<file path="config.mk">
export PLATFORM = sky130hd
export DESIGN_NAME = rx_word_packer
export DESIGN_NICKNAME = d
export VERILOG_FILES = /design/src/rtl/rxpk_pkg.sv /design/src/rtl/rxpk_vec_sel.sv /design/src/rtl/rxpk_cursor.sv /design/src/rtl/rxpk_out_stage.sv /design/src/rtl/rx_word_packer.sv
export SDC_FILE = /design/constraint.sdc
export NUM_CORES = 1
export LEC_CHECK = 0
export ABC_CLOCK_PERIOD_IN_PS = 8200
export BUFFER_PORTS_ARGS = -buffer_cell sky130_fd_sc_hd__buf_4
export CORE_MARGIN = 2
export CORE_UTILIZATION = 50
export DETAILED_ROUTE_END_ITERATION = 8
export MAX_ROUTING_LAYER = met4
export PLACE_DENSITY = 0.75
export RECOVER_POWER = 50
export SLEW_MARGIN = 20
export SYNTH_ARGS = -nofsm -noshare
export SYNTH_HDL_FRONTEND = slang
export SYNTH_SLANG_ARGS = --single-unit
</file>
<file path="constraint.sdc">
create_clock -name clk -period 8.2 [get_ports clk]
set_input_delay 0.82 -clock clk [delete_from_list [all_inputs] [get_ports clk]]
set_output_delay 0.82 -clock clk [all_outputs]
set_load 0.02 [all_outputs]
</file>
<file path="src/rtl/rxpk_pkg.sv">
package rxpk_pkg;
  localparam int ENTRY_W = 32;
  localparam int SLOT_W  = $clog2(ENTRY_W);
  localparam int RUN_W   = 3;
  localparam int VEC_W   = SLOT_W + 1 + RUN_W + 1;
  localparam int VEC_PER_REG = 2;
  localparam int CFG_W   = VEC_PER_REG * VEC_W;

  // Field order matters: a packed struct lists its fields from the msb down.
  typedef struct packed {
    logic [SLOT_W-1:0] start;
    logic              down;
    logic [RUN_W-1:0]  runm1;
    logic              last;
  } pvec_t;

  // Bit position reached after idx steps along a vector's walk.
  function automatic logic [SLOT_W-1:0] slot_of(pvec_t v, logic [RUN_W-1:0] idx);
    logic [SLOT_W-1:0] ofs;
    ofs = SLOT_W'(idx);
    return v.down ? (v.start - ofs) : (v.start + ofs);
  endfunction
endpackage

</file>
<file path="src/rtl/rxpk_vec_sel.sv">
module rxpk_vec_sel
  import rxpk_pkg::*;
#(
  parameter int NVEC = 4,
  localparam int VI_W = $clog2(NVEC)
) (
  input  logic [NVEC*VEC_W-1:0] cfg_all,
  input  logic [VI_W-1:0]       idx,
  output pvec_t                 cur
);
  pvec_t tbl [NVEC];

  for (genvar g = 0; g < NVEC; g++) begin : g_vec
    assign tbl[g] = pvec_t'(cfg_all[g*VEC_W +: VEC_W]);
  end

  assign cur = tbl[idx];
endmodule

</file>
<file path="src/rtl/rxpk_cursor.sv">
module rxpk_cursor
  import rxpk_pkg::*;
#(
  parameter int NVEC = 4,
  localparam int VI_W = $clog2(NVEC)
) (
  input  logic             clk,
  input  logic             rst_n,
  input  logic             take,
  input  logic             restart,
  input  pvec_t            cur,
  output logic [VI_W-1:0]  vi_q,
  output logic [RUN_W-1:0] bc_q,
  output logic             pend_q,
  output logic             run_end,
  output logic             ent_end
);
  logic last_slot_vec;

  assign last_slot_vec = (vi_q == VI_W'(NVEC-1));
  assign run_end       = take && (bc_q == cur.runm1);
  assign ent_end       = run_end && (cur.last || last_slot_vec);

  always_ff @(posedge clk) begin
    if (!rst_n || restart) begin
      vi_q   <= '0;
      bc_q   <= '0;
      pend_q <= 1'b0;
    end else if (take) begin
      pend_q <= 1'b1;
      if (run_end) begin
        vi_q <= vi_q + 1'b1;
        bc_q <= '0;
      end else begin
        bc_q <= bc_q + 1'b1;
      end
    end
  end

  AST_RUN_WITHIN_LEN: assert property (@(posedge clk) disable iff (!rst_n)
    $stable(cur) |-> bc_q <= cur.runm1) else $error("run count past length");
endmodule

</file>
<file path="src/rtl/rxpk_out_stage.sv">
module rxpk_out_stage
  import rxpk_pkg::*;
(
  input  logic               clk,
  input  logic               rst_n,
  input  logic               load,
  input  logic [ENTRY_W-1:0] din,
  input  logic               ent_rdy,
  output logic               ent_vld,
  output logic [ENTRY_W-1:0] ent_data
);
  always_ff @(posedge clk) begin
    if (!rst_n) begin
      ent_vld  <= 1'b0;
      ent_data <= '0;
    end else if (load) begin
      ent_vld  <= 1'b1;
      ent_data <= din;
    end else if (ent_rdy) begin
      ent_vld  <= 1'b0;
    end
  end

  AST_HOLD_STABLE: assert property (@(posedge clk) disable iff (!rst_n)
    ent_vld && !ent_rdy |=> ent_vld && $stable(ent_data)) else $error("held entry changed");
endmodule

</file>
<file path="src/rtl/rx_word_packer.sv">
module rx_word_packer
  import rxpk_pkg::*;
#(
  parameter int NVEC = 4,
  localparam int VI_W = $clog2(NVEC)
) (
  input  logic               clk,
  input  logic               rst_n,
  input  logic [CFG_W-1:0]   cfg_lo,
  input  logic [CFG_W-1:0]   cfg_hi,
  input  logic               bit_vld,
  input  logic               bit_in,
  output logic               bit_rdy,
  input  logic               flush,
  output logic               ent_vld,
  output logic [ENTRY_W-1:0] ent_data,
  input  logic               ent_rdy,
  output logic               overrun
);
  pvec_t              cur;
  logic [VI_W-1:0]    vi_q;
  logic [RUN_W-1:0]   bc_q;
  logic               pend_q;
  logic               run_end;
  logic               ent_end;
  logic               take;
  logic               flush_push;
  logic               push;
  logic [SLOT_W-1:0]  slot;
  logic [ENTRY_W-1:0] acc_q;
  logic [ENTRY_W-1:0] acc_w;

  assign bit_rdy    = !ent_vld || ent_rdy;
  assign take       = bit_vld && bit_rdy;
  assign overrun    = bit_vld && !bit_rdy;
  assign flush_push = flush && bit_rdy && (pend_q || take);
  assign push       = ent_end || flush_push;
  assign slot       = slot_of(cur, bc_q);

  rxpk_vec_sel #(.NVEC(NVEC)) u_sel (
    .cfg_all ({cfg_hi, cfg_lo}),
    .idx     (vi_q),
    .cur     (cur)
  );

  rxpk_cursor #(.NVEC(NVEC)) u_cur (
    .clk     (clk),
    .rst_n   (rst_n),
    .take    (take),
    .restart (push),
    .cur     (cur),
    .vi_q    (vi_q),
    .bc_q    (bc_q),
    .pend_q  (pend_q),
    .run_end (run_end),
    .ent_end (ent_end)
  );

  always_comb begin
    acc_w = acc_q;
    if (take) acc_w[slot] = bit_in;
  end

  always_ff @(posedge clk) begin
    if (!rst_n || push) acc_q <= '0;
    else                acc_q <= acc_w;
  end

  rxpk_out_stage u_out (
    .clk      (clk),
    .rst_n    (rst_n),
    .load     (push),
    .din      (acc_w),
    .ent_rdy  (ent_rdy),
    .ent_vld  (ent_vld),
    .ent_data (ent_data)
  );

  AST_STALL_FREEZE: assert property (@(posedge clk) disable iff (!rst_n)
    bit_vld && !bit_rdy |=> $stable(acc_q) && $stable(vi_q) && $stable(bc_q)) else $error("stalled bit consumed");
  AST_PUSH_RESTART: assert property (@(posedge clk) disable iff (!rst_n)
    push |=> vi_q == '0 && bc_q == '0 && !pend_q && acc_q == '0) else $error("no restart after push");
  AST_IDLE_FLUSH: assert property (@(posedge clk) disable iff (!rst_n)
    flush && !pend_q && !bit_vld && !ent_vld |=> !ent_vld) else $error("idle flush pushed");
  AST_END_PUSHES: assert property (@(posedge clk) disable iff (!rst_n)
    run_end && cur.last |=> ent_vld) else $error("end vector did not push");
endmodule

</file>
* Yosys cells after proc, flatten, opt, wreduce, memory -nomap -nowiden *
Cells that the tools add are included.

word-level totals
  memories = 0
  ROM bits = 0
  RAM bits = 0
  flip-flop bits (word level) = 71
  bits in latches = 0
  word-level logic and storage cells = 44
  input bits = 46
  output and inout bits = 35

operators by class
  $add $sub $neg = 4
  order comparisons = 3
  shift operators = 0
  multiplexer cells = 11
  bitwise gates (word level) = 1
  divide/modulo/power cells = 0
  equality and inequality tests = 2
  reductions and logical operators = 17
  multipliers = 0

operators with widths
  operator               number
  $bwmux W32             1
  $mux W32               1
  $bmux W10 S2           1
  $mux W10               2
  $logic_and A1 B1 Y1    7
  $lt A5 B6 Y1 const B   1
  $add A5 B3 Y5          1
  $demux W1 S5           1
  $ge A5 B1 Y1 const B   1
  $logic_or A1 B1 Y1     5
  $mux W5                1
  $sub A5 B3 Y5          1
  $add A3 B1 Y3 const B  1
  $eq A3 B3 Y1           1
  $ge A3 B3 Y1 const B   1
  $logic_not A1 Y1       3
  $mux W1                3
  $mux W3                1
  $not A2 Y3             1
  $add A2 B1 Y2 const B  1
  $eq A2 B2 Y1 const B   1
  $reduce_and A2 Y1      1
  $reduce_bool A2 Y1     1

* Depth between registers and ports, before layout *
  depth after elaboration = 12
  depth in mapped cells = 13
  depth with buffers taken out = 12

* By module *
A second synthesis with hierarchy kept.

unflattened totals
  cells, all modules = 395
  area, all modules = 4073.9 um^2

modules (own cells, without submodules)
  module          times used  seq. area each (um^2)  cells an instance  area an instance (um^2)
  rx_word_packer  1           640.6                  245                2238.4
  rxpk_out_stage  1           660.6                  106                1277.5
  rxpk_cursor     1           120.1                  32                 316.6
  rxpk_vec_sel    1           0.0                    12                 241.5

* Worst setup path after synthesis *
No wires, ideal clock.

  path kind = input to register
  start = input port cfg_hi[14]
  end = register u_out.ent_data[3]
  path buffers = 0
  arrival time = 3.553 ns
  data required time = 8.125 ns
  setup time = 0.075 ns
  slack = 4.572 ns
  stages on the path = 11
  cells stage by stage = mux4_2 -> mux2i_1 -> inv_1 -> fa_1 -> nor2b_1 -> o21ai_0 -> nand2b_1 -> xor2_4 -> mux2i_2 -> a22oi_1 -> o21ai_0

on the way
  longest elaborated chain between the ends = 10
  elaborated cells between the ends (all ways) = 11
  classes of those cells = 2 x order compare; 8 x mux; 1 x reduce/logical

ends and longest elaborated chain
  what                                                                RTL line              text
  start, declared                                                     rx_word_packer.sv:10  input logic [CFG_W-1:0] cfg_hi,
  $bmux W10 S2 *                                                      rxpk_vec_sel.sv:17    assign cur = tbl[idx];
  $mux W10 (not written as such) * (2 in a row)                       rxpk_vec_sel.sv:17
  $mux W5 *                                                           rxpk_pkg.sv:21        return v.down ? (v.start - ofs) : (v.start + ofs);
  $lt A5 B6 Y1 (not written as such) or $ge A5 B1 Y1 (tied branches)  rx_word_packer.sv:61  if (take) acc_w[slot] = bit_in;
  $logic_and A1 B1 Y1 (not written as such)                           rx_word_packer.sv:61
  $mux W1 (not written as such)                                       rx_word_packer.sv:61
  $demux W1 S5 *                                                      rx_word_packer.sv:61
  $bwmux W32 *                                                        rx_word_packer.sv:61
  $mux W32 *                                                          rx_word_packer.sv:61
  end signal, assigned                                                rxpk_out_stage.sv:18  ent_data <= din;
  end, declared                                                       rxpk_out_stage.sv:10  output logic [ENTRY_W-1:0] ent_data

Mark *: on every way between the ends. The rest lies on a longest branch, timed or not. The select of a mux whose other input is x is not followed.
A chain may end at the register's enable or synchronous reset.

* Worst setup path in the final report *
  start = register u_cur.vi_q[0]
  end = register acc_q[8]

on the way
  longest elaborated chain between the ends = 12
  elaborated cells between the ends (all ways) = 21
  classes of those cells = 2 x add/sub; 2 x order compare; 2 x eq/ne; 8 x mux; 1 x bitwise; 6 x reduce/logical

ends and longest elaborated chain
  what                                                                RTL line              text
  start, declared                                                     rxpk_cursor.sv:12     output logic [VI_W-1:0] vi_q,
  start signal, assigned                                              rxpk_cursor.sv:32     vi_q <= vi_q + 1'b1;
  $not A2 Y3 (not written as such)                                    rxpk_vec_sel.sv:17
  $bmux W10 S2                                                        rxpk_vec_sel.sv:17
  $mux W10 (not written as such) (2 in a row)                         rxpk_vec_sel.sv:17
  $add A5 B3 Y5 or $sub A5 B3 Y5 (tied branches)                      rxpk_pkg.sv:21
  $mux W5                                                             rxpk_pkg.sv:21
  $lt A5 B6 Y1 (not written as such) or $ge A5 B1 Y1 (tied branches)  rx_word_packer.sv:61
  $logic_and A1 B1 Y1 (not written as such)                           rx_word_packer.sv:61
  $mux W1 (not written as such)                                       rx_word_packer.sv:61
  $demux W1 S5                                                        rx_word_packer.sv:61
  $bwmux W32                                                          rx_word_packer.sv:61
  $mux W32                                                            rx_word_packer.sv:61
  end signal, assigned                                                rx_word_packer.sv:66  else acc_q <= acc_w;
  end, declared                                                       rx_word_packer.sv:30  logic [ENTRY_W-1:0] acc_q;

Several ways; a longest one is shown, not always the timed one. The select of a mux whose other input is x is not followed.

==> results_tabular.tex <==
\begin{tabular}{lr}
\hline
Metric & Value \\
\hline
\multicolumn{2}{l}{\textbf{Outcome}} \\
Result of the run & finished, violations left \\
Failing checks & max-capacitance violations, max-slew violations \\
\multicolumn{2}{l}{\textbf{Critical path}} \\
Kind of cell adding the most delay to the critical path & XOR/XNOR gates \\
Top fanout value on the critical path & 18 \\
Data required time of the worst path & 8380 ps \\
Endpoint type of the worst setup path & flip-flop \\
Most common cell type on the critical path & sky130\_fd\_sc\_hd\_\_mux2i\_1 \\
Startpoint of the worst register-to-register path & u\_cur.vi\_q[0]\$\_SDFFE\_PP0P\_ \\
Worst Path Class, Setup & reg2reg \\
Start point of the critical path & u\_cur.vi\_q[0]\$\_SDFFE\_PP0P\_ \\
Startpoint type of the worst setup path & flip-flop \\
Largest stage delay on the critical path & 1790 ps \\
Critical-path cell list & mux4\_2, mux2i\_1, ha\_1, nor2b\_1, o21ai\_0, nand2b\_1, xnor2\_1, mux2i\_1, a22oi\_1, nor2\_1 \\
Crit-path slowest cell & sky130\_fd\_sc\_hd\_\_xnor2\_1 \\
Worst path buffer plus inverter count & 0 \\
Arrival @ worst endpoint & 5880 ps \\
\multicolumn{2}{l}{\textbf{STA}} \\
Time the worst path needs with I/O delays and setup & 5700 ps \\
Slew at the pin closest to its max-slew limit & 2350 ps \\
Period utilisation layout & 69.5\% \\
Number of failing setup endpoints in the final timing report & 0 \\
Upper clock frequency limit & 0.175 GHz \\
Largest clock skew in the final design & 7.73 ps \\
Final Hold Violating Endpoints & 0 \\
Setup repair after global routing missed its margin & false \\
Rel. slew slack & -57.7\% \\
Count of final max-slew check failures & 19 \\
Total negative slack & 0 ps \\
\multicolumn{2}{l}{\textbf{Die}} \\
Core Box Area & 7140 um2 \\
Die footprint & 7990 um2 \\
Ports placed on the boundary & 81 \\
Y dimension of the die & 89.4 um \\
Initial Utilization & 51.1\% \\
Number of placement rows & 31 \\
Die X & 89.4 um \\
\multicolumn{2}{l}{\textbf{Synthesis}} \\
Synthesis Warnings & 0 \\
Number of storage elements in the synthesis netlist & 71 \\
Post-synthesis simple-gate area fraction & 19.3\% \\
Top cell type by total area after synthesis & sky130\_fd\_sc\_hd\_\_dfxtp\_1 \\
Main combinational cell family by area after synthesis & simple AND/OR/NAND/NOR gates \\
Number of nets in the synthesized netlist & 457 \\
Post-synthesis adder-cell area fraction & 3.30\% \\
Number of enable-type register cells in the synthesized netlist & 0 \\
Commonest register cell after synthesis & sky130\_fd\_sc\_hd\_\_dfxtp\_1 \\
Parity-gate share of the synthesized area counting xor and xnor cells & 4.09\% \\
Compound-Gate Fraction of Synth Area & 12.4\% \\
Netlist area before placement & 3640 um2 \\
Area fraction of the dominant cell type after synthesis & 39.0\% \\
Share of flip-flops with an asynchronous set or reset & 0\% \\
Syn Area/Cell & 9.06 um2 \\
Count of mapped cells out of synthesis & 402 \\
Proportion of synthesized chip area in sequential cells & 39.0\% \\
Count of unique library cells instantiated by Yosys & 38 \\
Mux share of post-synthesis cell area & 17.3\% \\
Leading cell types by total area after synthesis & sky130\_fd\_sc\_hd\_\_dfxtp\_1, sky130\_fd\_sc\_hd\_\_mux2i\_1, sky130\_fd\_sc\_hd\_\_a22oi\_1 \\
\multicolumn{2}{l}{\textbf{GRT}} \\
Global-route total usage across every layer & 25.1\% \\
Overall overflow remaining after global route & 0 \\
First-pass GRT wire length & 14.7 mm \\
Via count of the first global-routing pass & 3105 \\
Initial antenna violation count & 0 \\
Largest net degree at the start of global routing & 38 \\
\multicolumn{2}{l}{\textbf{Clocking}} \\
Number of gates given a new drive strength after cts & 0 \\
Post-CTS Setup Repair Bufs & 0 \\
CTS Buf Count & 9 \\
Root buffer selected by CTS & sky130\_fd\_sc\_hd\_\_clkbuf\_8 \\
Register clock-pin slew on the reported worst setup and hold paths & 80 ps \\
Cts-stage hold buffer count & 0 \\
Clock Tree Buf Depth & 2 \\
CTS sink count & 71 \\
Count of H-tree levels built during CTS & 3 \\
CTS tree & yes \\
Clk Latency, worst-skew pair & 340 ps \\
\multicolumn{2}{l}{\textbf{Detailed routing}} \\
Iteration count of the initial detailed-routing pass & 4 \\
Routed wire length & 9.24 mm \\
Drt wl/cell & 15.9 um \\
DRC violations left & 0 \\
Routed vias & 3198 \\
Routed Antenna Nets & 0 \\
Average via count per standard cell & 5.51 \\
Number of design-rule violations left by the first detailed-router iteration & 185 \\
\multicolumn{2}{l}{\textbf{Power}} \\
Net switching fraction of the power & 31.7\% \\
Largest voltage drop on the vdd net & 0.000104 V \\
Proportion of power drawn by the clock network & 33.7\% \\
Relative contribution of combinational cells to total power & 23.5\% \\
Leakage & 1.63 nW \\
Power per standard cell area & 192 nW/um2 \\
Sequential share of power & 42.8\% \\
Pint & 0.564 mW \\
Switch Pwr & 0.262 mW \\
\multicolumn{2}{l}{\textbf{Placement}} \\
Placer congestion estimate & 0.930 \\
Final HPWL from detailed placement & 6.84 mm \\
IO buf count & 80 \\
\multicolumn{2}{l}{\textbf{Layout}} \\
Util after Layout & 60.4\% \\
Layout cells sized above 1 & 17.9\% \\
Fillcell total & 695 \\
Area added between synthesis and finish & 18.3\% \\
Net count, final & 531 \\
Antenna Diode Count & 0 \\
\multicolumn{2}{l}{\textbf{Min path}} \\
Type of the most critical hold path & reg2reg \\
Startpoint of the most critical hold path & u\_out.ent\_data[27]\$\_SDFFE\_PN0P\_ \\
\multicolumn{2}{l}{\textbf{Run}} \\
Reported max-cap violation count & 2 \\
\hline
\end{tabular}
## metrics by stage
stage / hold slack [ps] / total power [mW] / setup WS [ps] / area (um2) / std cells
final: 446 / 0.826 / 2500 / 4310 / 580
after global routing: 465 / 0.862 / 2130 / 4310 / 580
after CTS: 453 / 0.834 / 3680 / 4470 / 580
after detailed placement: 442 / 0.558 / 3720 / 4280 / 564
after global placement: 437 / 0.554 / 3820 / 4270 / 564
after floorplan: 435 / 0.507 / 4570 / 3640 / 402
## placed cells by master (no fill, tap or decap), drive strengths merged, types with 6 or more instances in the layout
master | Yosys | layout
dfxtp | 71 | 71
nor2 | 62 | 62
buf | 11 | 52
nand2 | 50 | 50
clkbuf | 11 | 42
mux2i | 39 | 39
o21ai | 36 | 36
a22oi | 32 | 32
nor3 | 17 | 17
mux4 | 10 | 10
ha | 8 | 8
inv | 7 | 8
xnor2 | 7 | 7
nand2b | 6 | 6
## logic make-up (layout without fill, tap and decap cells)
family                     Yosys count  count (layout)
and+or+nand+nor                    160             160
AOI/OAI and AO/OA                   73              73
DFF                                 71              71
muxes                               49              49
buffers and inverters               29             108
xor gates and xnor gates            11              11
adders and majority gates            9               9
## power by group through the flow
stage,logic [mW],registers (mW),clock network [mW]
finish,0.194,0.353,0.278
global route,0.209,0.354,0.299
detailed placement,0.197,0.361,0
CTS,0.198,0.353,0.283
floorplan,0.146,0.362,0
global placement,0.193,0.361,0
## cell usage after synthesis, types with 4 or more instances
cell                       count
sky130_fd_sc_hd__o21ai_0       5
sky130_fd_sc_hd__mux2i_1      35
sky130_fd_sc_hd__nand3_1       4
sky130_fd_sc_hd__ha_1          8
sky130_fd_sc_hd__o21ai_1      31
sky130_fd_sc_hd__inv_1         6
sky130_fd_sc_hd__nor4_1        4
sky130_fd_sc_hd__nor2_1       62
sky130_fd_sc_hd__dfxtp_1      71
sky130_fd_sc_hd__nor3_1       17
sky130_fd_sc_hd__nand4_1       4
sky130_fd_sc_hd__clkbuf_1     11
sky130_fd_sc_hd__buf_6         7
sky130_fd_sc_hd__nand2_1      50
sky130_fd_sc_hd__mux2i_2       4
sky130_fd_sc_hd__mux4_2       10
sky130_fd_sc_hd__nand2b_1      6
sky130_fd_sc_hd__xnor2_1       4
sky130_fd_sc_hd__a22oi_1      32
## layout make-up
| cell class | instances | area, um2 | share of cell area (%) |
|---|---|---|---|
| Clock buffer | 9 | 124 | 2.87 |
| Clock inverter | 7 | 72.6 | 1.68 |
| Inverter | 7 | 26.3 | 0.609 |
| Multi-Input combinational cell | 302 | 2030 | 47.1 |
| Sequential cell | 71 | 1420 | 33.0 |
| Tap cell | 99 | 124 | 2.87 |
| Timing Repair Buffer | 85 | 514 | 11.9 |
## worst paths after layout
| kind | to | slack (ps) | cells after the start |
|---|---|---|---|
| worst max-delay path | acc_q[8]$_SDFF_PP0_ | 2500 | 10 |
| worst min-delay path | u_out.ent_data[27]$_SDFFE_PN0P_ | 450 | 2 |
| worst max register to register | acc_q[8]$_SDFF_PP0_ | 2500 | 10 |
| worst min register to register | u_out.ent_data[27]$_SDFFE_PN0P_ | 450 | 2 |
## layer usage
layer,routed length (um),global-route usage (%),up-vias
met5,0,-,-
met4,182,10.3,0
met3,521,4.52,17
met2,4510,39.8,90
met1,4030,31.6,1525
li1,-,-,1566
## flip-flops by register name, summed over array words and instances, names as in the netlist
register / count
u_cur.vi_q: 2
u_cur.pend_q: 1
u_out.ent_data: 32
u_cur.bc_q: 3
u_out.ent_vld: 1
acc_q: 32
## worst min-delay path, delay by kind of cell (launching register included)
| kind | cells | cell delay, ps |
|---|---|---|
| compound gates | 1 | 50 |
| flops | 1 | 310 |
| simple gates | 1 | 50 |
(Power assumes the default switching activity.)
